[src/rtl/entropy_reg_pkg.sv]
package entropy_reg_pkg;
  parameter int unsigned ENT_W    = 256;
  parameter int unsigned NARROW_W = 32;

  typedef struct packed {
    logic fips;
    logic rep;
  } health_t;
endpackage

[src/rtl/entropy_req_gate.sv]
// Pending flag and single request pulse; one outstanding request at most.
module entropy_req_gate (
  input  logic clk,
  input  logic rst_n,
  input  logic start_i,
  input  logic rd_req_i,
  input  logic prefetch_i,
  input  logic cache_valid_i,
  input  logic load_commit_i,
  output logic pend_o,
  output logic req_o
);
  logic issue;

  assign issue = !start_i && !cache_valid_i && !pend_o && (rd_req_i || prefetch_i);

  always_ff @(posedge clk or negedge rst_n) begin
    if (!rst_n) begin
      pend_o <= 1'b0;
      req_o  <= 1'b0;
    end else begin
      req_o <= issue;
      if (start_i)            pend_o <= 1'b0;
      else if (issue)         pend_o <= 1'b1;
      else if (load_commit_i) pend_o <= 1'b0;
    end
  end
endmodule

[src/rtl/entropy_stage.sv]
// Holds an arrived word until the next commit.
module entropy_stage
  import entropy_reg_pkg::*;
#(
  parameter int unsigned W = ENT_W
) (
  input  logic         clk,
  input  logic         rst_n,
  input  logic         start_i,
  input  logic         commit_i,
  input  logic         pend_i,
  input  logic         ent_valid_i,
  input  logic [W-1:0] ent_data_i,
  input  health_t      ent_health_i,
  output logic [W-1:0] stage_data_o,
  output health_t      stage_health_o,
  output logic         load_commit_o
);
  logic stage_valid_q;
  logic accept;

  assign accept        = ent_valid_i && pend_i && !stage_valid_q && !start_i;
  assign load_commit_o = commit_i && stage_valid_q && !start_i;

  always_ff @(posedge clk or negedge rst_n) begin
    if (!rst_n) begin
      stage_valid_q  <= 1'b0;
      stage_data_o   <= '0;
      stage_health_o <= '0;
    end else if (start_i || load_commit_o) begin
      stage_valid_q <= 1'b0;
    end else if (accept) begin
      stage_valid_q  <= 1'b1;
      stage_data_o   <= ent_data_i;
      stage_health_o <= ent_health_i;
    end
  end
endmodule

[src/rtl/entropy_cache.sv]
// Committed word, consume-on-commit tracking and escalation flags.
module entropy_cache
  import entropy_reg_pkg::*;
#(
  parameter int unsigned W = ENT_W
) (
  input  logic         clk,
  input  logic         rst_n,
  input  logic         start_i,
  input  logic         commit_i,
  input  logic         rd_req_i,
  input  logic         load_commit_i,
  input  logic [W-1:0] stage_data_i,
  input  health_t      stage_health_i,
  output logic         cache_valid_o,
  output logic [W-1:0] cache_data_o,
  output logic         rd_ready_o,
  output health_t      esc_o
);
  logic    consume_q;
  health_t cache_health_q;

  assign rd_ready_o = rd_req_i && cache_valid_o;

  always_ff @(posedge clk or negedge rst_n) begin
    if (!rst_n) begin
      consume_q      <= 1'b0;
      cache_valid_o  <= 1'b0;
      cache_data_o   <= '0;
      cache_health_q <= '0;
      esc_o          <= '0;
    end else begin
      if (start_i || commit_i) consume_q <= 1'b0;
      else if (rd_ready_o)     consume_q <= 1'b1;

      if (load_commit_i) begin
        cache_valid_o  <= 1'b1;
        cache_data_o   <= stage_data_i;
        cache_health_q <= stage_health_i;
      end else if (commit_i && !start_i && (consume_q || rd_ready_o)) begin
        cache_valid_o <= 1'b0;
      end

      if (start_i || load_commit_i) esc_o <= '0;
      else if (rd_ready_o)          esc_o <= cache_health_q;
    end
  end
endmodule

[src/rtl/entropy_reg.sv]
module entropy_reg
  import entropy_reg_pkg::*;
#(
  parameter int unsigned DATA_W = ENT_W,
  parameter int unsigned RD_NW  = NARROW_W
) (
  input  logic              clk,
  input  logic              rst_n,
  input  logic              rd_req_i,
  input  logic              wr_en_i,
  input  logic [DATA_W-1:0] wr_data_i,
  input  logic              prefetch_i,
  input  logic              commit_i,
  input  logic              start_i,
  input  logic              ent_valid_i,
  input  logic [DATA_W-1:0] ent_data_i,
  input  logic              ent_fips_err_i,
  input  logic              ent_rep_err_i,
  output logic              rd_ready_o,
  output logic [DATA_W-1:0] rd_data_o,
  output logic [RD_NW-1:0]  rd_narrow_o,
  output logic              ent_req_o,
  output logic              esc_fips_o,
  output logic              esc_rep_o
);
  logic              pend_q;
  logic              cache_valid;
  logic              load_commit;
  logic [DATA_W-1:0] stage_data;
  logic [DATA_W-1:0] cache_data;
  health_t           stage_health;
  health_t           esc;
  health_t           in_health;
  logic              wr_unused_sink;

  // Instruction writes are architecturally dropped.
  assign wr_unused_sink = wr_en_i ^ (^wr_data_i);

  assign in_health = '{fips: ent_fips_err_i, rep: ent_rep_err_i};

  entropy_req_gate u_gate (
    .clk           (clk),
    .rst_n         (rst_n),
    .start_i       (start_i),
    .rd_req_i      (rd_req_i),
    .prefetch_i    (prefetch_i),
    .cache_valid_i (cache_valid),
    .load_commit_i (load_commit),
    .pend_o        (pend_q),
    .req_o         (ent_req_o)
  );

  entropy_stage #(.W(DATA_W)) u_stage (
    .clk            (clk),
    .rst_n          (rst_n),
    .start_i        (start_i),
    .commit_i       (commit_i),
    .pend_i         (pend_q),
    .ent_valid_i    (ent_valid_i),
    .ent_data_i     (ent_data_i),
    .ent_health_i   (in_health),
    .stage_data_o   (stage_data),
    .stage_health_o (stage_health),
    .load_commit_o  (load_commit)
  );

  entropy_cache #(.W(DATA_W)) u_cache (
    .clk            (clk),
    .rst_n          (rst_n),
    .start_i        (start_i),
    .commit_i       (commit_i),
    .rd_req_i       (rd_req_i),
    .load_commit_i  (load_commit),
    .stage_data_i   (stage_data),
    .stage_health_i (stage_health),
    .cache_valid_o  (cache_valid),
    .cache_data_o   (cache_data),
    .rd_ready_o     (rd_ready_o),
    .esc_o          (esc)
  );

  assign rd_data_o   = cache_data;
  assign rd_narrow_o = cache_data[RD_NW-1:0];
  assign esc_fips_o  = esc.fips;
  assign esc_rep_o   = esc.rep;
endmodule

[config.mk]
export PLATFORM = sky130hd
export DESIGN_NAME = entropy_reg
export DESIGN_NICKNAME = d
export VERILOG_FILES = /design/src/rtl/entropy_reg_pkg.sv /design/src/rtl/entropy_req_gate.sv /design/src/rtl/entropy_stage.sv /design/src/rtl/entropy_cache.sv /design/src/rtl/entropy_reg.sv
export SDC_FILE = /design/constraint.sdc
export NUM_CORES = 1
export LEC_CHECK = 0
export CORE_AREA = 8 8 314 316
export CTS_BUF_LIST = sky130_fd_sc_hd__clkbuf_16
export CTS_CLUSTER_SIZE = 8
export DETAILED_ROUTE_END_ITERATION = 8
export DIE_AREA = 0 0 322 324
export GPL_ROUTABILITY_DRIVEN = 0
export PLACE_DENSITY = 0.46
export SLEW_MARGIN = 10
export SYNTH_ARGS = -nofsm -noshare
export SYNTH_HDL_FRONTEND = slang
export SYNTH_SLANG_ARGS = --single-unit
[constraint.sdc]
create_clock -name clk -period 2.1 [get_ports clk]
set_clock_uncertainty 0.15 [all_clocks]
set_input_delay 0.21 -clock clk [delete_from_list [all_inputs] [get_ports clk]]
set_output_delay 0.21 -clock clk [all_outputs]
set_load 0.1 [all_outputs]
==> flow_metrics.env <==
export IMPL_dieArea_um2=104000
export IMPL_yosysSeqAreaShare_pct=66.8
export IMPL_drt_iter0_drc=382
export IMPL_ys_ff_latch=523
export IMPL_cts_max_path_buffers=3
export IMPL_layout_commonest_cell="dfrtp_1"
export IMPL_finalNetCount=2397
export IMPL_maxCapViolCount=0
export IMPL_worstPathRequired_ps=2420
export IMPL_cts_sinks=523
export IMPL_rr_worst_depth=5
export IMPL_rsz0062_at_grt="no"
export IMPL_wl_per_cell_um=18.3
export IMPL_hold_class="input port to flop"
export IMPL_grt_start_max_net_pins=44
export IMPL_busiest_layer="met2"
export IMPL_die_x_um=322
export IMPL_overflow=0
export IMPL_vias_per_cell=3.83
export IMPL_start_kind="flop"
export IMPL_min_period_ps=1940
export IMPL_grt_pass1_vias=14000
export IMPL_avgSynthCellArea_um2=17.1
export IMPL_synth_area_um2=19600
export IMPL_arrival_ps=2260
export IMPL_area_growth_pct=50.2
export IMPL_cp_max_fo=15
export IMPL_status="finished clean"
export IMPL_ys_types=17
export IMPL_yosysWarningCount=0
export IMPL_initial_utilization_pct=20.9
export IMPL_post_synth_main_area_contributors="dfrtp_1 (67%), mux2_2 (30%), buf_4 (2.0%)"
export IMPL_slew_headroom_pct=70.6
export IMPL_antenna_left=0
export IMPL_syn_nets=1671
export IMPL_cts_tree="built"
export IMPL_detail_route_wirelength_um=57600
export IMPL_met1_usage_pct=12.5
export IMPL_hold_path_depth=2
export IMPL_final_cell_mix="dfrtp_1 (523), mux2_2 (516), buf_4 (337)"
export IMPL_post_route_drc_count=0
export IMPL_max_freq_mhz=517
export IMPL_fp_dieH_um=324
export IMPL_drv_slew=0
export IMPL_ios=814
export IMPL_vias=12100
export IMPL_cts_root_buf="clkbuf_16"
export IMPL_setup_violations=0
export IMPL_fin_crit_sh_pct=92.2
export IMPL_postSynthCellCount=1149
export IMPL_grt_pass1_wl_um=87000
export IMPL_use_met3_pct=4.37
export IMPL_synth_top_area_cell="dfrtp_1"
export IMPL_clk_pin_slew_ps=50
export IMPL_crit_path_end_kind="flop"
export IMPL_finalHoldViolCount=0
export IMPL_io_buffers=556
export IMPL_core_area_um2=93900
export IMPL_clk_latency_ps=610
export IMPL_grt_usage_pct=10.8
export IMPL_htree_levels=3
export IMPL_drive_gt1_share_pct=51.5
export IMPL_dp_slack_ps=-243
export IMPL_cts_buffers=76
export IMPL_hpwl_um=42600
export IMPL_setup_ws_ps=164
export IMPL_dr_pass1_iters=4
export IMPL_grt_util_met2_pct=17.9
export IMPL_antenna_found_initial=6
export IMPL_crit_type="flop to flop"
export IMPL_rows=113
export IMPL_yosys_area_top_type_share_pct=66.8
export IMPL_worst_slew_pin_slew_ps=441
cells in the mapped netlist:
| cell type | n |
|---|---|
| o21a_1 | 1 |
| mux2_2 | 516 |
| o21bai_1 | 1 |
| a21oi_1 | 2 |
| nand3b_1 | 1 |
| nor2_1 | 3 |
| inv_1 | 2 |
| o21ai_0 | 1 |
| buf_2 | 35 |
| nor4_1 | 1 |
| nand2b_1 | 1 |
| dfrtp_1 | 523 |
| nor4b_4 | 1 |
| a21o_1 | 2 |
| nand2_1 | 4 |
| nand3_1 | 2 |
| buf_4 | 53 |
what timing repair did:
item                                    4_1_cts  5_1_grt
buffers inserted                              0        1
endpoints found under the setup margin        0       23
gates resized for setup                       0        0
endpoints found under the hold margin       573        0
hold buffers                                107        0
path summary, 6_finish.rpt:
check	slack, ps	endpoint	startpoint
worst max-delay path	160	u_stage.stage_data_o[97]$_DFFE_PN0P_	u_stage.stage_valid_q$_DFFE_PN0P_
worst min-delay path	70	u_stage.stage_data_o[204]$_DFFE_PN0P_	ent_data_i[204]
worst max register to register	160	u_stage.stage_data_o[97]$_DFFE_PN0P_	u_stage.stage_valid_q$_DFFE_PN0P_
worst min register to register	300	u_gate.req_o$_DFF_PN0_	u_gate.pend_o$_DFFE_PN0P_
max in group asynchronous	1110	u_stage.stage_data_o[61]$_DFFE_PN0P_	rst_n
min in group asynchronous	200	u_stage.stage_data_o[250]$_DFFE_PN0P_	rst_n
final cells by class:
cell class | instances | area, um^2
tap | 1265 | 1580
antenna | 4 | 10.0
timing repair buffer | 736 | 6820
fill | 9423 | 64400
multi-input combinational | 536 | 5940
inverter | 2 | 7.51
clock inverter | 9 | 80.1
sequential | 523 | 13100
clock buffer | 77 | 1930
critical path, stage by stage (launching register included):
cell and delay, ps:
dfrtp_1 420, nor4b_4 250, buf_4 180, buf_12 180
buf_4 230, mux2_2 360
metal layers:
metal | wire (um) | vias up
li1 | - | 5440
met1 | 23300 | 6183
met2 | 27900 | 363
met3 | 4910 | 92
met4 | 1490 | 2
met5 | 16 | -
registers in the layout, summed over array words and instances, names as in the netlist:
| name | count |
|---|---|
| u_cache.cache_data_o | 256 |
| u_cache.cache_health_q | 2 |
| u_cache.cache_valid_o | 1 |
| u_cache.consume_q | 1 |
| u_cache.esc_o | 2 |
| u_gate.pend_o | 1 |
| u_gate.req_o | 1 |
| u_stage.stage_data_o | 256 |
| u_stage.stage_health_o | 2 |
| u_stage.stage_valid_q | 1 |
cell families (layout without fill, tap and decap cells):
| family | Yosys count | after routing | share of synthesized area (%) |
|---|---|---|---|
| simple gates | 13 | 13 | 0.408 |
| flops | 523 | 523 | 66.8 |
| mux | 516 | 516 | 29.6 |
| other cells | 0 | 4 | 0 |
| compound gates | 7 | 7 | 0.230 |
| buf+inv | 90 | 824 | 2.96 |
through the flow:
step	cells	area (um^2)	util, %	setup TNS [ps]	hold WS, ps
after floorplan	1149	19600	-	0	-236
after global placement	2954	26300	28.1	-51270	30.4
after global routing	3151	29400	31.4	0	28.9
final	3152	29400	31.4	0	73.3
after CTS	3147	29400	31.4	0	0.112
after detailed placement	2954	26300	28.1	-50190	38.4
Power is not shown: default switching activity piles up to over one toggle a cycle in this logic, so the estimate is an artifact.
